## src/rtl/wpl_pkg.sv

```systemverilog
// Package: shared constants and helpers for the linked watchpoint qualifier.
// Assumes the breakpoint match-type field is three bits wide.
package wpl_pkg;

    localparam int unsigned MTYPE_W = 3;

    // Match-type code that selects context matching with linking enabled.
    localparam logic [MTYPE_W-1:0] MTYPE_CTX_LINKED = 3'b011;

    // True when a match-type field permits a watchpoint to chain to its unit.
    function automatic logic mtype_allows_link(input logic [MTYPE_W-1:0] mtype);
        return (mtype == MTYPE_CTX_LINKED);
    endfunction

endpackage

```

## src/rtl/wpl_bp_gate.sv

```systemverilog
// Module: per-breakpoint link gate.
// Reduces one breakpoint unit's controls and context hit to a single bit.
// The bit says whether a watchpoint chained to this unit may fire now.
// Assumes CTX_CAPABLE is fixed at build time; when it is 0, the gate is always closed.
module wpl_bp_gate
    import wpl_pkg::*;
#(
    parameter bit CTX_CAPABLE = 1'b1
) (
    input  logic               bp_en,
    input  logic [MTYPE_W-1:0] bp_mtype,
    input  logic               bp_ctx_hit,
    output logic               link_ok
);

    // Purpose: combine capability, enable, match type and context hit.
    always_comb begin
        link_ok = CTX_CAPABLE
                & bp_en
                & mtype_allows_link(bp_mtype)
                & bp_ctx_hit;
    end

endmodule

```

## src/rtl/wpl_link_mux.sv

```systemverilog
// Module: link index selector.
// Picks the gate bit of the breakpoint unit named by a link index.
// An index at or beyond NUM_BP matches no unit, so the result is 0.
// Assumes IDX_W is wide enough to name every implemented unit.
module wpl_link_mux #(
    parameter int unsigned NUM_BP = 6,
    parameter int unsigned IDX_W  = 4
) (
    input  logic [IDX_W-1:0]  link_idx,
    input  logic [NUM_BP-1:0] gate_vec,
    output logic              sel_ok
);

    // Purpose: AND-OR one-hot selection; out-of-range indices select nothing.
    always_comb begin
        sel_ok = 1'b0;
        for (int b = 0; b < int'(NUM_BP); b++) begin
            if (link_idx == IDX_W'(b)) begin
                sel_ok = sel_ok | gate_vec[b];
            end
        end
    end

endmodule

```

## src/rtl/wpl_wp_eval.sv

```systemverilog
// Module: per-watchpoint event decision.
// When unlinked, the event follows the watchpoint's enable and address hit.
// When linked, the selected breakpoint gate must also be open.
// Purely combinational; the top module registers the result.
module wpl_wp_eval (
    input  logic wp_en,
    input  logic wp_link_en,
    input  logic wp_addr_hit,
    input  logic sel_ok,
    output logic ev_next
);

    // Purpose: qualify the raw address hit with enable and, when linked, the gate.
    always_comb begin
        if (wp_link_en) begin
            ev_next = wp_en & wp_addr_hit & sel_ok;
        end else begin
            ev_next = wp_en & wp_addr_hit;
        end
    end

endmodule

```

## src/rtl/wp_link_qualifier.sv

```systemverilog
// Module: linked watchpoint event qualifier (top).
// One gate per breakpoint unit and one selector plus evaluator per watchpoint.
// The event vector is registered with one cycle of latency and a synchronous
// active-low reset. BP_CTX_CAP marks which units have context comparison hardware.
module wp_link_qualifier
    import wpl_pkg::*;
#(
    parameter int unsigned         NUM_WP     = 4,
    parameter int unsigned         NUM_BP     = 6,
    parameter int unsigned         IDX_W      = 4,
    parameter logic [NUM_BP-1:0]   BP_CTX_CAP = 6'b110000
) (
    input  logic                      clk,
    input  logic                      rst_n,
    input  logic [NUM_WP-1:0]         wp_en,
    input  logic [NUM_WP-1:0]         wp_link_en,
    input  logic [NUM_WP*IDX_W-1:0]   wp_link_idx,
    input  logic [NUM_WP-1:0]         wp_addr_hit,
    input  logic [NUM_BP-1:0]         bp_en,
    input  logic [NUM_BP*MTYPE_W-1:0] bp_mtype,
    input  logic [NUM_BP-1:0]         bp_ctx_hit,
    output logic [NUM_WP-1:0]         wp_event
);

    localparam int unsigned MT_BUS_W = NUM_BP * MTYPE_W;

    logic [NUM_BP-1:0] gate_vec;
    logic [NUM_WP-1:0] sel_ok;
    logic [NUM_WP-1:0] ev_next;

    // One link gate per breakpoint unit, with its capability bit fixed by parameter.
    for (genvar b = 0; b < int'(NUM_BP); b++) begin : g_bp
        wpl_bp_gate #(
            .CTX_CAPABLE (BP_CTX_CAP[b])
        ) u_gate (
            .bp_en      (bp_en[b]),
            .bp_mtype   (bp_mtype[b*MTYPE_W +: MTYPE_W]),
            .bp_ctx_hit (bp_ctx_hit[b]),
            .link_ok    (gate_vec[b])
        );
    end

    // One selector and one evaluator per watchpoint.
    for (genvar w = 0; w < int'(NUM_WP); w++) begin : g_wp
        wpl_link_mux #(
            .NUM_BP (NUM_BP),
            .IDX_W  (IDX_W)
        ) u_mux (
            .link_idx (wp_link_idx[w*IDX_W +: IDX_W]),
            .gate_vec (gate_vec),
            .sel_ok   (sel_ok[w])
        );

        wpl_wp_eval u_eval (
            .wp_en       (wp_en[w]),
            .wp_link_en  (wp_link_en[w]),
            .wp_addr_hit (wp_addr_hit[w]),
            .sel_ok      (sel_ok[w]),
            .ev_next     (ev_next[w])
        );
    end

    // Purpose: register the qualified events; reset clears them.
    always_ff @(posedge clk) begin
        if (!rst_n) begin
            wp_event <= '0;
        end else begin
            wp_event <= ev_next;
        end
    end

    // Purpose: build-time sanity check that every unit can be named by an index.
    initial begin
        if (MT_BUS_W != NUM_BP * 3 || (1 << IDX_W) < NUM_BP) begin
            $display("wp_link_qualifier: IDX_W too narrow for NUM_BP");
        end
    end

endmodule

```

## config.mk

```make
export PLATFORM = sky130hd
export DESIGN_NAME = wp_link_qualifier
export DESIGN_NICKNAME = d
export VERILOG_FILES = /design/src/rtl/wpl_pkg.sv /design/src/rtl/wpl_bp_gate.sv /design/src/rtl/wpl_link_mux.sv /design/src/rtl/wpl_wp_eval.sv /design/src/rtl/wp_link_qualifier.sv
export SDC_FILE = /design/constraint.sdc
export NUM_CORES = 1
export LEC_CHECK = 0
export CAP_MARGIN = 20
export CORE_AREA = 2 2 39 41
export CTS_CLUSTER_DIAMETER = 30
export DETAILED_ROUTE_END_ITERATION = 7
export DIE_AREA = 0 0 41 43
export DONT_BUFFER_PORTS = 1
export GPL_TIMING_DRIVEN = 1
export HOLD_SLACK_MARGIN = 0.06
export PLACE_DENSITY_LB_ADDON = 0.15
export SETUP_SLACK_MARGIN = 0.1
export SKIP_LAST_GASP = 1
export SLEW_MARGIN = 5
export SYNTH_ARGS = -nofsm -noshare
export SYNTH_HDL_FRONTEND = slang
export SYNTH_SLANG_ARGS = --single-unit
```

## constraint.sdc

```tcl
create_clock -name clk -period 1 [get_ports clk]
set_clock_uncertainty 0.1 [all_clocks]
set_input_delay 0 -clock clk [delete_from_list [all_inputs] [get_ports clk]]
set_output_delay 0 -clock clk [all_outputs]
set_load 0.005 [all_outputs]
```

==> results.json, run 1 <==
{
  "clock_sink_count": 4,
  "largest_register_ffs": 4,
  "antennaDiodeCount": 0,
  "grt_start_max_net_pins": 5,
  "grt.total_usage_pct": 11.8,
  "worst_setup_path_class": "in -> reg",
  "synth_ff_type": "dfxtp_1",
  "power.share.combinational_pct": 25.1,
  "detailroute.via_count": 373,
  "floorplan_row_count": 14,
  "post_synth_instance_area_um2": 294,
  "worst_path_largest_cell_delay_ns": 0.56,
  "place.port_buffers": 0,
  "numCtsBuffers": 3,
  "ant_nets": 0,
  "post_drt_wl_per_cell_um": 12.7,
  "die-area_um2": 1760,
  "route.detailed.vias_per_inst": 4.84,
  "ios": 64,
  "critical_path.n_buffers_inverters": 1,
  "power.share.clock_pct": 41.0,
  "cts.reportedPaths.clkPinSlew_ns": 0.04,
  "timing.critical_path.required_ns": 1.02,
  "chipHeight_um": 43,
  "fp.coreArea_um2": 1380,
  "leakagePower_nw": 0.212,
  "count_of_unique_library_cells_instantiated_by_yosys": 9,
  "fin_nets": 123,
  "post-route-util_pct": 41.9,
  "cts-root-buf": "clkbuf_4",
  "p_int_mw": 0.384,
  "finalHoldViolations": 0,
  "critical_path_launch_point_type": "input port",
  "synth_fp_nets": 94,
  "maxSlewHeadroom_pct": 83.2,
  "routed_wl_um": 981,
  "dp_worst_setup_slack_ns": 0.163,
  "fin_ws_ns": 0.145,
  "routabilityCongestion": 0.627,
  "most_frequent_cell_after_synthesis": "nor2b_1",
  "post_synth_edffs": 0,
  "die_width_um": 41,
  "detail_route.first_pass.iterations": 2,
  "postSynthRegisterBits": 4,
  "drive_gt1_share_pct": 11.5,
  "synth_top_area_cell": "dfxtp_1",
  "largest_register": "wp_event",
  "switching_share_pct": 21.2,
  "placed_inst_area_um2": 314,
  "first_global_vias": 385,
  "highest_delay_cell_along_the_critical_path": "dlygate4sd3_1",
  "setup_repair_after_global_routing_missed_its_margin": "true",
  "congestion_overflow_gr": 0,
  "outcome": "finished clean",
  "initial_utilization_pct": 21.2,
  "path_cells": "dlygate4sd3_1, a21boi_0, a211oi_2",
  "timing.critical_path.arrival_ns": 0.87,
  "synthTopCellsByArea": "dfxtp_1 (27%), a211oi_2 (17%), nor2b_1 (17%)",
  "pwr-share-seq_pct": 33.9,
  "drv.max_cap_violation_count": 0,
  "number_of_antenna_violations_at_the_first_check_in_global_routing": 0,
  "postSynthAreaPerCell_um2": 8.65,
  "worstMarginPinSlew_ns": 0.252,
  "startpoint": "wp_link_en[2]",
  "synth_top_area_share_pct": 27.2,
  "start_point_of_the_worst_min_delay_path": "bp_mtype[17]",
  "fin_crit_sh_pct": 85.5,
  "cts_htree_levels": 1,
  "yosys_warnings": 0,
  "top_registers": "wp_event (4)",
  "detailedPlacementHpwl_um": 695,
  "final_cells": 77,
  "fin_crit_ns": 0.855,
  "timing.hold.worst.class": "in -> reg",
  "hold_slack_ns": 0.00375,
  "power_density_nw_per_um2": 842,
  "post_synth_inst_count": 34,
  "critPathCaptureType": "flip-flop",
  "max_root_sink_buffers": 2,
  "net_load_switching_power_mw": 0.104,
  "post-cts-setup-buffers": 0,
  "grt_first_pass_wirelength_um": 1350,
  "final.setup.tns_ns": 0,
  "remaining_drc_errors": 0,
  "maxSlewViolCount": 0,
  "synth_sequential_area_ratio_pct": 27.2,
  "p_total_mw": 0.488,
  "area_growth_pct": 97.0,
  "placed_cells_incl_taps": 50,
  "setup_viol_count_final": 0,
  "design_area_um2": 579,
  "max_freq_mhz": 1170,
  "max-vdd-ir-drop_mv": 0.394,
  "worst-path-max-fanout": 2,
  "critical-path-top-delay-family": "buffers and inverters",
  "clock_tree_from_tritoncts": "done",
  "drtIter0Drc": 2,
  "async_flop_share_pct": 0
}
## cells in the final DEF, fill, tap and decap left out
cell / count
dfxtp_1: 4
and4b_1: 1
nor2b_1: 8
dlygate4sd3_1: 23
clkbuf_4: 3
nand3_1: 4
nor2_1: 4
a211oi_2: 4
a21boi_1: 2
a21boi_0: 2
a22oi_1: 4
dlymetal6s4s_1: 1
and4_1: 1
## power by group through the flow
stage | Combinational (mW) | Sequential (mW) | Clock [mW]
after floorplan | 0.0366 | 0.167 | 0
after global placement | 0.0390 | 0.168 | 0
after detailed placement | 0.0407 | 0.168 | 0
after CTS | 0.118 | 0.165 | 0.212
after global routing | 0.133 | 0.166 | 0.227
final | 0.122 | 0.165 | 0.200
## area by class of cell
class | count | area, um2
fillers | 135 | 805
clock buffers | 3 | 22.5
repair buffers | 24 | 243
flip-flops and latches | 4 | 80.1
multi-input cells | 30 | 214
well taps | 16 | 20.0
## path summary, 6_finish.rpt
path,endpoint,cells past startpoint
setup / recovery,wp_event[2]$_SDFF_PN0_,3
hold / removal,wp_event[2]$_SDFF_PN0_,3
## layer usage
layer / up-vias / global-route usage [%] / routed length (um)
li1: 185 / - / -
met1: 169 / 9.27 / 329
met2: 19 / 21.6 / 586
met3: 0 / 5.76 / 65
met4: 0 / 6.00 / 0
met5: - / 0 / 0
## cells by family (layout without fill, tap and decap cells)
kind of cell    after synthesis  count (layout)  share of synthesized area [%]
simple gates                 18              18                           35.3
compound gates               12              12                           37.4
flops                         4               4                           27.2
buf+inv                       0              27                              0
## repair_timing
action,4_1_cts,5_1_grt
setup endpoints to repair,0,3
hold buffers,23,1
endpoints found under the hold margin,4,3
resized for setup,0,3
Note: power is estimated with default switching activity, not from simulation.
==> inputs of run 2 (changes only) <==
--- a/config.mk
+++ b/config.mk
@@ -19,4 +19,5 @@
 export SLEW_MARGIN = 5
 export SYNTH_ARGS = -nofsm -noshare
 export SYNTH_HDL_FRONTEND = slang
+export SYNTH_HIERARCHICAL = 1
 export SYNTH_SLANG_ARGS = --single-unit
==> run 2 against run 1 <==
Final area grew 4.5%; critical path depth grew 4; sequential share of layout area shrank 0.60 points; die area is the same; via count grew 8.3%; count of clock-buffer cells in the layout is the same; non-clock buffer count shrank 11; critical endpoint is now wp_event[1]$_SDFF_PN0_; largest power group unchanged.
==> results.json, run 2 <==
{
  "synth_ff_type": "dfxtp_1",
  "count_of_unique_library_cells_instantiated_by_yosys": 13,
  "async_flop_share_pct": 0,
  "filler_cell_count": 145,
  "place.port_buffers": 0,
  "ios": 64,
  "antennaDiodeCount": 0,
  "grt.total_usage_pct": 13.1,
  "fin_crit_ns": 0.847,
  "clock_tree_from_tritoncts": "done",
  "post-cts-setup-buffers": 0,
  "max-vdd-ir-drop_mv": 0.253,
  "routabilityCongestion": 0.619,
  "synth_top_area_share_pct": 20.0,
  "first_global_vias": 421,
  "post_synth_edffs": 0,
  "post_synth_inst_count": 52,
  "post_drt_wl_per_cell_um": 12.8,
  "path_cells": "nand4_1, nor2_2, mux2_4, a22o_1, inv_2, a21oi_2, and2_1",
  "leakagePower_nw": 0.230,
  "ant_nets": 0,
  "remaining_drc_errors": 0,
  "critical_path.endpoint": "wp_event[1]$_SDFF_PN0_",
  "detailedPlacementHpwl_um": 765,
  "finalHoldViolations": 0,
  "post-route-util_pct": 43.8,
  "yosys_warnings": 6,
  "critical_path_launch_point_type": "input port",
  "maxSlewViolCount": 0,
  "highest_delay_cell_along_the_critical_path": "mux2_4",
  "placed_inst_area_um2": 440,
  "synth_sequential_area_ratio_pct": 17.8,
  "power_density_nw_per_um2": 815,
  "most_frequent_cell_after_synthesis": "nor2_1",
  "worst-path-max-fanout": 4,
  "fin_nets": 126,
  "route.detailed.vias_per_inst": 5.05,
  "grt_start_max_net_pins": 5,
  "number_of_antenna_violations_at_the_first_check_in_global_routing": 0,
  "worst_path_largest_cell_delay_ns": 0.27,
  "chipHeight_um": 43,
  "grt_first_pass_wirelength_um": 1540,
  "fp.coreArea_um2": 1380,
  "max_freq_mhz": 1180,
  "critPathCaptureType": "flip-flop",
  "clock_sink_count": 4,
  "largest_register": "wp_event",
  "postSynthRegisterBits": 4,
  "fin_crit_sh_pct": 84.7,
  "initial_utilization_pct": 32.5,
  "top_registers": "wp_event (4)",
  "cts-root-buf": "clkbuf_4",
  "synthTopCellsByArea": "mux4_2 (20%), dfxtp_1 (18%), mux2_2 (10%)",
  "cts_htree_levels": 1,
  "cts.reportedPaths.clkPinSlew_ns": 0.03,
  "area_growth_pct": 34.4,
  "drive_gt1_share_pct": 28.1,
  "routed_wl_um": 1020,
  "numCtsBuffers": 3,
  "leading_cell_type_in_the_layout_fill_and_taps_excluded": "dlygate4sd3_1",
  "detail_route.first_pass.iterations": 1,
  "timing.hold.worst.class": "in -> reg",
  "worst_setup_path_class": "in -> reg",
  "floorplan_row_count": 14,
  "design_area_um2": 606,
  "outcome": "finished clean",
  "setup_viol_count_final": 0,
  "synth_top_area_cell": "mux4_2",
  "max_root_sink_buffers": 2,
  "congestion_overflow_gr": 0,
  "timing.critical_path.required_ns": 1.02,
  "post_synth_instance_area_um2": 450,
  "final.setup.tns_ns": 0,
  "die-area_um2": 1760,
  "drv.max_cap_violation_count": 0,
  "die_width_um": 41,
  "timing.critical_path.arrival_ns": 0.87,
  "largest_register_ffs": 4,
  "synth_fp_nets": 112,
  "postSynthAreaPerCell_um2": 8.66,
  "startpoint": "bp_mtype[12]",
  "setup_repair_after_global_routing_missed_its_margin": "true",
  "drtIter0Drc": 0,
  "detailroute.via_count": 404
}
==> run 2: power by group <==
group / switching [mW] / internal [mW]
sequential: 0.00219 / 0.166
combinational: 0.0418 / 0.0890
clock: 0.0612 / 0.134
total: 0.105 / 0.389
==> run 2: worst min-delay path by stage <==
stage / cells past startpoint / endpoint / start / slack (ns)
global placement: 1 / wp_event[0]$_SDFF_PN0_ / rst_n / 0.02
finish: 5 / wp_event[1]$_SDFF_PN0_ / wp_link_idx[5] / 0.16
global route: 5 / wp_event[3]$_SDFF_PN0_ / wp_link_idx[15] / 0.21
detailed placement: 1 / wp_event[1]$_SDFF_PN0_ / rst_n / 0.02
floorplan: 1 / wp_event[0]$_SDFF_PN0_ / rst_n / 0.02
CTS: 5 / wp_event[2]$_SDFF_PN0_ / wp_link_idx[9] / 0.18
==> run 2: logic make-up after synthesis <==
logic type,share of synthesized area (%)
muxes,30.0
and+or+nand+nor,23.3
other,3.33
buffers and inverters,10.0
AOI/OAI and AO/OA,15.6
DFF,17.8
==> run 2: cell type report <==
cell class	count	area [um2]	share of cell area (%)
multi-input combinational	40	338	55.8
tap	16	20.0	3.31
clock buffer	3	22.5	3.72
inverter	4	15.0	2.48
timing repair buffer	13	130	21.5
sequential	4	80.1	13.2
==> run 2: worst max-delay path: cells and delay by family <==
family	cells	cell delay, ns
compound gates	2	0.28
buf+inv	1	0.05
mux	1	0.27
simple gates	3	0.26
==> run 2: metrics by stage <==
step	worst slack, ns	instances	hold slack [ns]	total power, mW
2_1_floorplan	-0.0215	52	0.0217	0.257
3_3_place_gp	-0.0885	64	0.0242	0.251
3_5_place_dp	-0.0875	64	0.0249	0.252
4_1_cts	0.152	80	0.184	0.498
5_1_grt	0.0984	80	0.210	0.525
6_report	0.153	80	0.163	0.494
==> run 2: repair_timing <==
item	4_1_cts	5_1_grt
setup endpoints to repair	0	2
hold buffers	13	0
hold endpoints to repair	4	0
gates resized for setup	0	5
==> run 2: layer usage <==
metal	GRT usage [%]	vias up	part of all wire, %
met5	0	-	0
met4	10.0	0	2.0
met1	13.6	174	33
met2	22.2	28	55
li1	-	200	-
met3	1.05	2	9.4
==> inputs of run 3 (changes only) <==
==> constraint.sdc (replaced) <==
create_clock -name clk -period 0.8 [get_ports clk]
set_clock_uncertainty 0.1 [all_clocks]
set_input_delay 0 -clock clk [delete_from_list [all_inputs] [get_ports clk]]
set_output_delay 0 -clock clk [all_outputs]
set_load 0.005 [all_outputs]
==> run 3 against run 2 <==
The flow now finishes with violations (hold timing, setup timing); wire length down 15%; critical path type unchanged; flip-flop and latch count stayed put; clock power is 24% higher.
==> results.json, run 3 (same netlist as run 2, synthesis figures left out) <==
{
  "cts-root-buf": "clkbuf_4",
  "filler_cell_count": 153,
  "max-vdd-ir-drop_mv": 0.298,
  "violations": "hold timing, setup timing",
  "remaining_drc_errors": 0,
  "routabilityCongestion": 0.619,
  "top_registers": "wp_event (4)",
  "finalHoldViolations": 4,
  "power_density_nw_per_um2": 1150,
  "startpoint": "bp_mtype[12]",
  "route.detailed.vias_per_inst": 5.25,
  "setup_repair_after_global_routing_missed_its_margin": "true",
  "numCtsBuffers": 3,
  "detailroute.via_count": 362,
  "worst_setup_path_class": "in -> reg",
  "ant_nets": 0,
  "critical_path_launch_point_type": "input port",
  "grt_first_pass_wirelength_um": 1300,
  "grt.total_usage_pct": 11.1,
  "setup_viol_count_final": 4,
  "worst-path-max-fanout": 4,
  "timing.critical_path.arrival_ns": 0.87,
  "ctsHoldBuffers": 2,
  "hold_slack_ns": -0.133,
  "area_growth_pct": 10.0,
  "highest_delay_cell_along_the_critical_path": "mux2_4",
  "place.port_buffers": 0,
  "floorplan_row_count": 14,
  "post_drt_wl_per_cell_um": 12.6,
  "detail_route.first_pass.iterations": 1,
  "max_freq_mhz": 1190,
  "drtIter0Drc": 0,
  "outcome": "finished with violations",
  "multi_input_area_um2": 338,
  "routed_wl_um": 870,
  "critPathCaptureType": "flip-flop",
  "fp.coreArea_um2": 1380,
  "die_width_um": 41,
  "ios": 64,
  "die-area_um2": 1760,
  "detailedPlacementHpwl_um": 765,
  "clock_sink_count": 4,
  "timing.hold.worst.class": "in -> reg",
  "antennaDiodeCount": 0,
  "grt_start_max_net_pins": 5,
  "critical-path-top-delay-family": "simple AND/OR/NAND/NOR gates",
  "clock_tree_from_tritoncts": "done",
  "timing.critical_path.required_ns": 0.82,
  "drv.max_cap_violation_count": 0,
  "largest_register": "wp_event",
  "dp_worst_setup_slack_ns": -0.288,
  "cts_htree_levels": 1,
  "fin_ws_ns": -0.0433,
  "fin_nets": 115,
  "path_cells": "nand4_1, nor2_2, mux2_4, a22o_1, inv_2, a21oi_2, and2_1",
  "drive_gt1_share_pct": 35.8,
  "maxSlewViolCount": 0,
  "chipHeight_um": 43,
  "cts.reportedPaths.clkPinSlew_ns": 0.04,
  "initial_utilization_pct": 32.5,
  "start_point_of_the_worst_min_delay_path": "wp_link_en[3]",
  "worst_path_largest_cell_delay_ns": 0.27,
  "fin_crit_sh_pct": 105,
  "fin_crit_ns": 0.843,
  "congestion_overflow_gr": 0,
  "number_of_antenna_violations_at_the_first_check_in_global_routing": 0,
  "critical_path.n_buffers_inverters": 1,
  "area.sequential_um2": 80.1,
  "leakagePower_nw": 0.184,
  "largest_register_ffs": 4,
  "max_root_sink_buffers": 2,
  "first_global_vias": 354
}
## run 3: cell types whose count changed in the layout (fill, tap and decap cells not counted), sizes merged
cell         previous run  this run
dlygate4sd3            13         2
## run 3: what timing repair did
action | CTS | global route
hold endpoints to repair | 4 | 4
gates resized for setup | 2 | 4
pin swaps | 0 | 6
endpoints found under the setup margin | 4 | 4
gates cloned | 0 | 0
buffers inserted | 0 | 0
## run 3: area by class of cell
cell class / instances / area share, %
multi-input cells: 40 / 68.2
flip-flops and latches: 4 / 16.2
clock buffers: 3 / 4.55
repair buffers: 2 / 4.04
well taps: 16 / 4.04
inverters: 4 / 3.03
## run 3: report_power, final
| part | leakage, nW | internal [mW] | switching (mW) |
|---|---|---|---|
| Sequential | 0.0326 | 0.207 | 0.00270 |
| Clock | 0.0138 | 0.167 | 0.0749 |
| Combinational | 0.138 | 0.0760 | 0.0419 |
## run 3: per-layer routing
metal  share of wire (%)  GRT usage (%)  vias to the layer above
li1                    -              -                      178
met1                  32           12.0                      154
met2                  53           17.5                       28
met3                  13           1.05                        2
met4                 2.3           10.0                        0
met5                   0              0                        -
## run 3: worst paths after layout
check | end | cells past startpoint
max | wp_event[1]$_SDFF_PN0_ | 7
min | wp_event[3]$_SDFF_PN0_ | 2
## run 3: per-stage QoR
stage	utilization [%]	instances	area, um2	total power [mW]	TNS (ns)
2_1_floorplan	-	52	450	0.322	-0.868
3_3_place_gp	31.8	64	440	0.314	-1.09
3_5_place_dp	31.8	64	440	0.315	-1.11
4_1_cts	35.4	69	489	0.580	-0.124
5_1_grt	35.8	69	495	0.606	-0.330
6_report	35.8	69	495	0.570	-0.136
